### config.mk
export PLATFORM = sky130hd
export DESIGN_NAME = cec_frame_tx
export DESIGN_NICKNAME = d
export VERILOG_FILES = /design/src/rtl/cec_tx_pkg.sv /design/src/rtl/cec_tx_free_timer.sv /design/src/rtl/cec_tx_bit_timer.sv /design/src/rtl/cec_tx_bit_src.sv /design/src/rtl/cec_tx_seq.sv /design/src/rtl/cec_frame_tx.sv
export SDC_FILE = /design/constraint.sdc
export NUM_CORES = 1
export LEC_CHECK = 0
export ABC_AREA = 0
export CAP_MARGIN = 25
export CORE_MARGIN = 1
export CORE_UTILIZATION = 40
export DETAILED_ROUTE_END_ITERATION = 12
export PLACE_DENSITY_LB_ADDON = 0.05
export SETUP_SLACK_MARGIN = 0.2
export SLEW_MARGIN = 20
export SYNTH_ARGS = -nofsm -noshare
export SYNTH_HDL_FRONTEND = slang
export SYNTH_HIERARCHICAL = 1
export SYNTH_SLANG_ARGS = --single-unit
### constraint.sdc
create_clock -name clk -period 5.7 [get_ports clk]
set_input_delay 1.14 -clock clk [delete_from_list [all_inputs] [get_ports clk]]
set_output_delay 1.14 -clock clk [all_outputs]
set_load 0.005 [all_outputs]
### src/rtl/cec_tx_pkg.sv
package cec_tx_pkg;

  typedef enum logic [1:0] {
    TX_OK     = 2'd0,
    TX_NACK   = 2'd1,
    TX_ARB    = 2'd2,
    TX_LOWDRV = 2'd3
  } tx_status_e;

  typedef enum logic [2:0] {
    PH_IDLE,
    PH_WAIT,
    PH_START,
    PH_BIT,
    PH_HOLD
  } tx_phase_e;

endpackage

### src/rtl/cec_tx_free_timer.sv
// Measures how long the line has been high without a break while waiting.
module cec_tx_free_timer #(
  parameter int SFT_W  = 4,
  parameter int T_BIT  = 2400,
  parameter int FREE_W = 16
) (
  input  logic             clk,
  input  logic             rst_n,
  input  logic             load,
  input  logic [SFT_W-1:0] load_bits,
  input  logic             clear,
  input  logic             tick,
  input  logic             line,
  output logic             met
);

  logic [SFT_W-1:0]  bits_q;
  logic [FREE_W-1:0] high_cnt;
  logic [FREE_W-1:0] limit;

  assign limit = FREE_W'(bits_q) * FREE_W'(T_BIT);
  assign met   = (high_cnt >= limit);

  always_ff @(posedge clk) begin
    if (!rst_n) begin
      bits_q <= '0;
    end else if (load) begin
      bits_q <= load_bits;
    end
  end

  always_ff @(posedge clk) begin
    if (!rst_n || clear) begin
      high_cnt <= '0;
    end else if (tick) begin
      if (!line) begin
        high_cnt <= '0;
      end else if (high_cnt != '1) begin
        high_cnt <= high_cnt + 1'b1;
      end
    end
  end

endmodule

### src/rtl/cec_tx_bit_timer.sv
// Tick counter within the current start bit or data bit, with decoded timing points.
module cec_tx_bit_timer #(
  parameter int TCNT_W      = 13,
  parameter int T_START_LOW = 3700,
  parameter int T_START_TOT = 4500,
  parameter int T_BIT       = 2400,
  parameter int T_ZERO_LOW  = 1500,
  parameter int T_ONE_LOW   = 600,
  parameter int T_SAMPLE    = 850
) (
  input  logic clk,
  input  logic rst_n,
  input  logic restart,
  input  logic tick,
  output logic start_low_win,
  output logic start_last,
  output logic sample_pt,
  output logic bit_last,
  output logic zero_low_win,
  output logic one_low_win
);

  logic [TCNT_W-1:0] cnt;

  always_ff @(posedge clk) begin
    if (!rst_n || restart) begin
      cnt <= '0;
    end else if (tick && cnt != '1) begin
      cnt <= cnt + 1'b1;
    end
  end

  assign start_low_win = (cnt < TCNT_W'(T_START_LOW));
  assign start_last    = (cnt == TCNT_W'(T_START_TOT - 1));
  assign sample_pt     = (cnt == TCNT_W'(T_SAMPLE));
  assign bit_last      = (cnt == TCNT_W'(T_BIT - 1));
  assign zero_low_win  = (cnt < TCNT_W'(T_ZERO_LOW));
  assign one_low_win   = (cnt < TCNT_W'(T_ONE_LOW));

endmodule

### src/rtl/cec_tx_bit_src.sv
// Holds the frame and presents the current bit with its position flags.
module cec_tx_bit_src #(
  parameter int MAX_BYTES  = 16,
  parameter int LEN_W      = 4,
  parameter int BCAST_ADDR = 15
) (
  input  logic                   clk,
  input  logic                   rst_n,
  input  logic                   load,
  input  logic [8*MAX_BYTES-1:0] load_data,
  input  logic [LEN_W-1:0]       load_len_m1,
  input  logic                   advance,
  output logic                   cur_bit,
  output logic                   is_init,
  output logic                   is_ack,
  output logic                   is_last,
  output logic                   is_bcast
);

  localparam logic [3:0] POS_EOM = 4'd8;
  localparam logic [3:0] POS_ACK = 4'd9;

  logic [8*MAX_BYTES-1:0] msg_q;
  logic [LEN_W-1:0]       len_q;
  logic [LEN_W-1:0]       byte_q;
  logic [3:0]             pos_q;
  logic [7:0]             cur_byte;
  logic                   on_last_byte;

  always_ff @(posedge clk) begin
    if (!rst_n) begin
      msg_q  <= '0;
      len_q  <= '0;
      byte_q <= '0;
      pos_q  <= '0;
    end else if (load) begin
      msg_q  <= load_data;
      len_q  <= load_len_m1;
      byte_q <= '0;
      pos_q  <= '0;
    end else if (advance) begin
      if (pos_q == POS_ACK) begin
        pos_q  <= '0;
        byte_q <= byte_q + 1'b1;
      end else begin
        pos_q <= pos_q + 1'b1;
      end
    end
  end

  assign cur_byte     = msg_q[{byte_q, 3'b000} +: 8];
  assign on_last_byte = (byte_q == len_q);

  always_comb begin
    if (pos_q < POS_EOM) begin
      cur_bit = cur_byte[3'd7 - pos_q[2:0]];
    end else if (pos_q == POS_EOM) begin
      cur_bit = on_last_byte;
    end else begin
      cur_bit = 1'b1;
    end
  end

  assign is_init  = (byte_q == '0) && (pos_q < 4'd4);
  assign is_ack   = (pos_q == POS_ACK);
  assign is_last  = is_ack && on_last_byte;
  assign is_bcast = (msg_q[3:0] == 4'(BCAST_ADDR));

endmodule

### src/rtl/cec_tx_seq.sv
// Frame-level sequencer: free wait, start bit, data bits, sample and end checks.
module cec_tx_seq
  import cec_tx_pkg::*;
(
  input  logic       clk,
  input  logic       rst_n,
  input  logic       tick,
  input  logic       line,
  input  logic       req_valid,
  output logic       req_ready,
  input  logic       free_met,
  input  logic       start_low_win,
  input  logic       start_last,
  input  logic       sample_pt,
  input  logic       bit_last,
  input  logic       zero_low_win,
  input  logic       one_low_win,
  input  logic       cur_bit,
  input  logic       is_init,
  input  logic       is_ack,
  input  logic       is_last,
  input  logic       is_bcast,
  output logic       load,
  output logic       advance,
  output logic       timer_restart,
  output logic       free_clear,
  output logic       pull_low,
  output logic       done,
  output logic [1:0] done_status
);

  tx_phase_e  phase_q, phase_d;
  tx_status_e stat_q, fin_stat;
  logic       fin;
  logic       nack_q, nack_hit;
  logic       checked;

  assign req_ready  = (phase_q == PH_IDLE);
  assign load       = req_valid && req_ready;
  assign free_clear = (phase_q != PH_WAIT);
  assign checked    = cur_bit && (is_init || is_ack);

  always_comb begin
    phase_d       = phase_q;
    advance       = 1'b0;
    timer_restart = 1'b1;
    fin           = 1'b0;
    fin_stat      = TX_OK;
    nack_hit      = 1'b0;
    unique case (phase_q)
      PH_IDLE: begin
        if (load) phase_d = PH_WAIT;
      end
      PH_WAIT: begin
        if (tick && line && free_met) phase_d = PH_START;
      end
      PH_START: begin
        timer_restart = 1'b0;
        if (tick && start_last) begin
          phase_d       = PH_BIT;
          timer_restart = 1'b1;
        end
      end
      PH_BIT: begin
        timer_restart = 1'b0;
        if (tick && sample_pt && checked) begin
          if (is_init && !line) begin
            fin      = 1'b1;
            fin_stat = TX_ARB;
            phase_d  = PH_IDLE;
          end else if (is_ack && (line != is_bcast)) begin
            nack_hit = 1'b1;
          end
        end
        if (tick && bit_last) begin
          if (checked && !line) begin
            fin      = 1'b1;
            fin_stat = TX_LOWDRV;
            phase_d  = PH_HOLD;
          end else if (checked && is_ack && nack_q) begin
            fin      = 1'b1;
            fin_stat = TX_NACK;
            phase_d  = PH_IDLE;
          end else if (is_last) begin
            fin      = 1'b1;
            fin_stat = TX_OK;
            phase_d  = PH_IDLE;
          end else begin
            advance       = 1'b1;
            timer_restart = 1'b1;
          end
        end
      end
      PH_HOLD: begin
        if (tick && line) phase_d = PH_IDLE;
      end
      default: phase_d = PH_IDLE;
    endcase
  end

  always_ff @(posedge clk) begin
    if (!rst_n) begin
      phase_q <= PH_IDLE;
      stat_q  <= TX_OK;
      done    <= 1'b0;
      nack_q  <= 1'b0;
    end else begin
      phase_q <= phase_d;
      done    <= fin;
      if (fin) stat_q <= fin_stat;
      if (load) begin
        nack_q <= 1'b0;
      end else if (nack_hit) begin
        nack_q <= 1'b1;
      end
    end
  end

  assign done_status = stat_q;

  always_comb begin
    pull_low = 1'b0;
    if (phase_q == PH_START) begin
      pull_low = start_low_win;
    end else if (phase_q == PH_BIT) begin
      pull_low = cur_bit ? one_low_win : zero_low_win;
    end
  end

endmodule

### src/rtl/cec_frame_tx.sv
// Top: wires the free-time timer, the bit timer, the bit source and the sequencer.
module cec_frame_tx #(
  parameter int MAX_BYTES   = 16,
  parameter int SFT_W       = 4,
  parameter int T_START_LOW = 3700,
  parameter int T_START_TOT = 4500,
  parameter int T_BIT       = 2400,
  parameter int T_ZERO_LOW  = 1500,
  parameter int T_ONE_LOW   = 600,
  parameter int T_SAMPLE    = 850,
  parameter int BCAST_ADDR  = 15,
  localparam int LEN_W      = $clog2(MAX_BYTES)
) (
  input  logic                   clk,
  input  logic                   rst_n,
  input  logic                   tick_us,
  input  logic                   req_valid,
  output logic                   req_ready,
  input  logic [8*MAX_BYTES-1:0] req_data,
  input  logic [LEN_W-1:0]       req_len_m1,
  input  logic [SFT_W-1:0]       req_free_bits,
  input  logic                   line_in,
  output logic                   line_pull_low,
  output logic                   done,
  output logic [1:0]             done_status
);

  localparam int T_LONG   = (T_START_TOT > T_BIT) ? T_START_TOT : T_BIT;
  localparam int TCNT_W   = $clog2(T_LONG + 1);
  localparam int FREE_MAX = ((2 ** SFT_W) - 1) * T_BIT;
  localparam int FREE_W   = $clog2(FREE_MAX + 2);

  logic load, advance, timer_restart, free_clear, free_met;
  logic start_low_win, start_last, sample_pt, bit_last, zero_low_win, one_low_win;
  logic cur_bit, is_init, is_ack, is_last, is_bcast;

  cec_tx_free_timer #(
    .SFT_W (SFT_W),
    .T_BIT (T_BIT),
    .FREE_W(FREE_W)
  ) u_free (
    .clk      (clk),
    .rst_n    (rst_n),
    .load     (load),
    .load_bits(req_free_bits),
    .clear    (free_clear),
    .tick     (tick_us),
    .line     (line_in),
    .met      (free_met)
  );

  cec_tx_bit_timer #(
    .TCNT_W     (TCNT_W),
    .T_START_LOW(T_START_LOW),
    .T_START_TOT(T_START_TOT),
    .T_BIT      (T_BIT),
    .T_ZERO_LOW (T_ZERO_LOW),
    .T_ONE_LOW  (T_ONE_LOW),
    .T_SAMPLE   (T_SAMPLE)
  ) u_btim (
    .clk          (clk),
    .rst_n        (rst_n),
    .restart      (timer_restart),
    .tick         (tick_us),
    .start_low_win(start_low_win),
    .start_last   (start_last),
    .sample_pt    (sample_pt),
    .bit_last     (bit_last),
    .zero_low_win (zero_low_win),
    .one_low_win  (one_low_win)
  );

  cec_tx_bit_src #(
    .MAX_BYTES (MAX_BYTES),
    .LEN_W     (LEN_W),
    .BCAST_ADDR(BCAST_ADDR)
  ) u_src (
    .clk        (clk),
    .rst_n      (rst_n),
    .load       (load),
    .load_data  (req_data),
    .load_len_m1(req_len_m1),
    .advance    (advance),
    .cur_bit    (cur_bit),
    .is_init    (is_init),
    .is_ack     (is_ack),
    .is_last    (is_last),
    .is_bcast   (is_bcast)
  );

  cec_tx_seq u_seq (
    .clk          (clk),
    .rst_n        (rst_n),
    .tick         (tick_us),
    .line         (line_in),
    .req_valid    (req_valid),
    .req_ready    (req_ready),
    .free_met     (free_met),
    .start_low_win(start_low_win),
    .start_last   (start_last),
    .sample_pt    (sample_pt),
    .bit_last     (bit_last),
    .zero_low_win (zero_low_win),
    .one_low_win  (one_low_win),
    .cur_bit      (cur_bit),
    .is_init      (is_init),
    .is_ack       (is_ack),
    .is_last      (is_last),
    .is_bcast     (is_bcast),
    .load         (load),
    .advance      (advance),
    .timer_restart(timer_restart),
    .free_clear   (free_clear),
    .pull_low     (line_pull_low),
    .done         (done),
    .done_status  (done_status)
  );

endmodule

==> results of run 1 <==
worst max-delay path by stage:
| stage | start | end | cells after the start |
|---|---|---|---|
| global placement | u_src/byte_q[0] | line_pull_low | 9 |
| detailed placement | u_src/byte_q[0] | line_pull_low | 9 |
| global route | u_src/byte_q[0] | line_pull_low | 11 |
| finish | u_src/byte_q[0] | line_pull_low | 9 |
| floorplan | u_free/bits_q[2] | u_seq/phase_q[1] | 17 |
| CTS | u_src/byte_q[0] | line_pull_low | 9 |
synth_stat cells, drive strengths merged, types with 3 or more instances:
cell and number:
a21oi 24, nand4 14, a211oi 7, a31oi 15, o31ai 8, nand2b 4, nor3 16, a22oi 5
and4 3, buf 32, a21o 6, o41ai 4, o211ai 5, a311oi 5, or3 5, and2 4
nor3b 5, nand2 46, clkbuf 33, or4 6, nor2 37, xor2 9, nor2b 147, o21ai 17
dfxtp 180, nand4b 3, inv 31, o21a 4, ha 30, xnor2 6, nand3 24, and3 12
mux4 24, mux2i 161, nor4 10, a2111oi 5
worst max-delay path: stages, from the launching register on:
cell and delay, ps:
dfxtp_2 830, mux4_2 590, mux4_2 500, a32o_1 270, nor3_1 260, nor3_1 190
mux2i_1 150, nand2_1 100, o211a_1 140, clkdlybuf4s50_1 500
placed cells by master (no fill, tap or decap), drive strengths merged, types with 6 or more instances in the layout:
cell type,netlist,final
clkdlybuf4s50,0,144
ha,30,30
nand3,24,24
a211oi,7,7
clkbuf,33,17
xor2,9,9
dfxtp,180,180
nor2,37,37
xnor2,6,6
mux4,24,24
nor3,16,16
nor4,10,10
o21ai,17,17
a21o,6,6
and3,12,12
o31ai,8,8
a31oi,15,15
inv,31,37
nand4,14,14
nand2,46,46
or4,6,6
mux2i,161,161
clkinv,0,9
a21oi,24,24
buf,32,9
nor2b,147,147
cell type report:
cell class,count,area share (%)
clock buffer,17,3.598
clock inverter,15,1.672
inverter,31,0.9842
multi-input combinational,700,46.90
sequential,180,30.49
tap,319,3.376
timing repair buffer,153,12.97
registers in the layout (all words and copies together), names as in the netlist:
signal             cells
u_free/high_cnt       16
u_src/pos_q            4
u_seq/done_status      2
u_free/bits_q          4
u_src/len_q            4
u_seq/phase_q          3
u_src/byte_q           4
u_src/msg_q          128
u_btim/cnt            13
u_seq/nack_q           1
u_seq/done             1
through the flow:
step,worst slack [ps],utilization [%]
3_3_place_gp,1115,47.86
4_1_cts,539.3,50.52
3_5_place_dp,1027,47.86
5_1_grt,293.3,50.52
6_report,589.0,50.52
2_1_floorplan,2150,-
cell families after synthesis:
family	share of synthesized area (%)
XOR/XNOR	1.377
flip-flops	37.78
buffers and inverters	4.172
AO/OA/AOI/OAI	9.445
adder cells (fa/ha/maj)	4.145
multiplexers	22.56
AND/OR/NAND/NOR	20.52
power by group through the flow:
stage	clock, mW	sequential, mW	combinational, mW
3_3_place_gp	0	1.42	0.409
6_report	1.21	1.38	0.411
2_1_floorplan	0	1.38	0.260
5_1_grt	1.29	1.39	0.451
4_1_cts	1.24	1.38	0.417
3_5_place_dp	0	1.41	0.415
layer usage:
| layer | up-vias | part of all wire (%) |
|---|---|---|
| met5 | - | 0 |
| met2 | 185 | 48 |
| met4 | 0 | 1.0 |
| met1 | 3538 | 47 |
| li1 | 3757 | - |
| met3 | 21 | 3.7 |
==> impl_metrics.ini, run 1 <==
[route]
wl_mm = 25.11
drc_errors = 0
drtAntennaViolNets = 0
avgRoutedWirePerCell_um = 17.75
vias = 7501
first_pass_iters = 5
drt-initial-drc-count = 414
via_per_inst = 5.301

[worst_setup_path]
arrival_ps = 3970
rr_startpoint = u_src/byte_q[0]
worst_setup_path_end_kind = output port
critPathLaunchType = register
cp.required_ps = 4560
cp_max_fo = 24
r2r_setup_slack_ps = 1350
critPathKind = register to output port
r2r-end = u_src/pos_q[3]
reg2reg_depth = 13

[clock_network]
cts_buffers = 17
postCtsSetupBuffers = 0
cts_sinks = 180
cts_hold_buf = 0
cts_resized = 0
clock-root-buffer = clkbuf_16
clk_latency_ps = 440
cts_tree = done
cts.clk_slew.worst_paths_ps = 70
cts-htree-levels = 4
clock_path_buffers = 2

[timing]
fmax_mhz = 195.7
slew_violations = 0
tns_ps = 0
post-route-period-util_pct = 89.67
rsz0062_at_grt = no
setup_viol = 0
finalHoldViolations = 0
clock_skew_ps = 16.36
tightestPinTransition_ps = 983.8
finalCriticalPeriod_ps = 5111
relSlewSlack_pct = 33.87
hold-worst-slack_ps = 468.0

[place]
placed_area_sq_um = 11200
dp.cells = 1383
port_buffers = 145
hpwl_mm = 18.36
place_congestion = 0.8665

[pwr]
fin_total_pwr_mw = 3.001
leakagePower_nw = 4.335
powerDensity_nw_per_um2 = 253.8
irDropWorstVdd_mv = 0.1399
p_sw_share_pct = 27.79
power.internal_mw = 2.167
seq_power_share_pct = 46.1
power_frac_clock_pct = 40.2
switching_power_mw = 0.8340
p_comb_share_pct = 13.7

[global_route]
top_usage_layer = met2
gr-usage-met2_pct = 34.10
grt_pass1_wl_mm = 39.73
grt_util_met3_pct = 3.822
gr-usage-met1_pct = 29.09
grt_max_degree = 90
antenna_found_initial = 0
grt_pass1_vias = 7100
grt_usage_pct = 21.13
grt_overflow = 0

[floorplan]
fp-row-count = 56
dieHeight_um = 156.4
floorplan.die.width_um = 156.4
ioPinCount = 146
initial_core_util_pct = 40.76
die_area_sq_um = 24470
coreArea_sq_um = 23400

[finish]
seq_area_sq_um = 3605
n_fill_cell = 2249
drive_gt1_share_pct = 7.117
syn_to_final_growth_pct = 23.95
final_cell_area_sq_um = 11820
final_cells = 1415
multi_input_area_sq_um = 5545
nets = 1255
diodes = 0

[synthesis]
synthesis.instances = 976
yosys_warnings = 6
synthDistinctLibCells = 69
synth_nets = 1148
avgSynthCellArea_sq_um = 9.772
dominantRegCellSynth = dfxtp_1
synth_edf_count = 0
yosysTopAreaCellShare_pct = 37.78
ys_seq_area_share_pct = 37.78
synthTopCellsByArea = dfxtp_1, mux2i_1, nor2b_1
synth-seq-cells = 180
netlist_area_sq_um = 9538
yosysTopAreaCell = dfxtp_1
synthArstFlopShare_pct = 0

[hold_path]
worstHoldStart = u_seq/done_status[0]
hold_end = u_seq/done_status[0]
hp-class = register to register
whs_path_depth = 2

[status]
status = finished clean

[run]
maxCapViolations = 0
(Power assumes the default switching activity.)
==> run 2: changes to the inputs <==
CORE_MARGIN = not set   (was 1)
==> results of run 2 <==
Same layout as run 1: the final DEF is identical, and so are final timing and power.
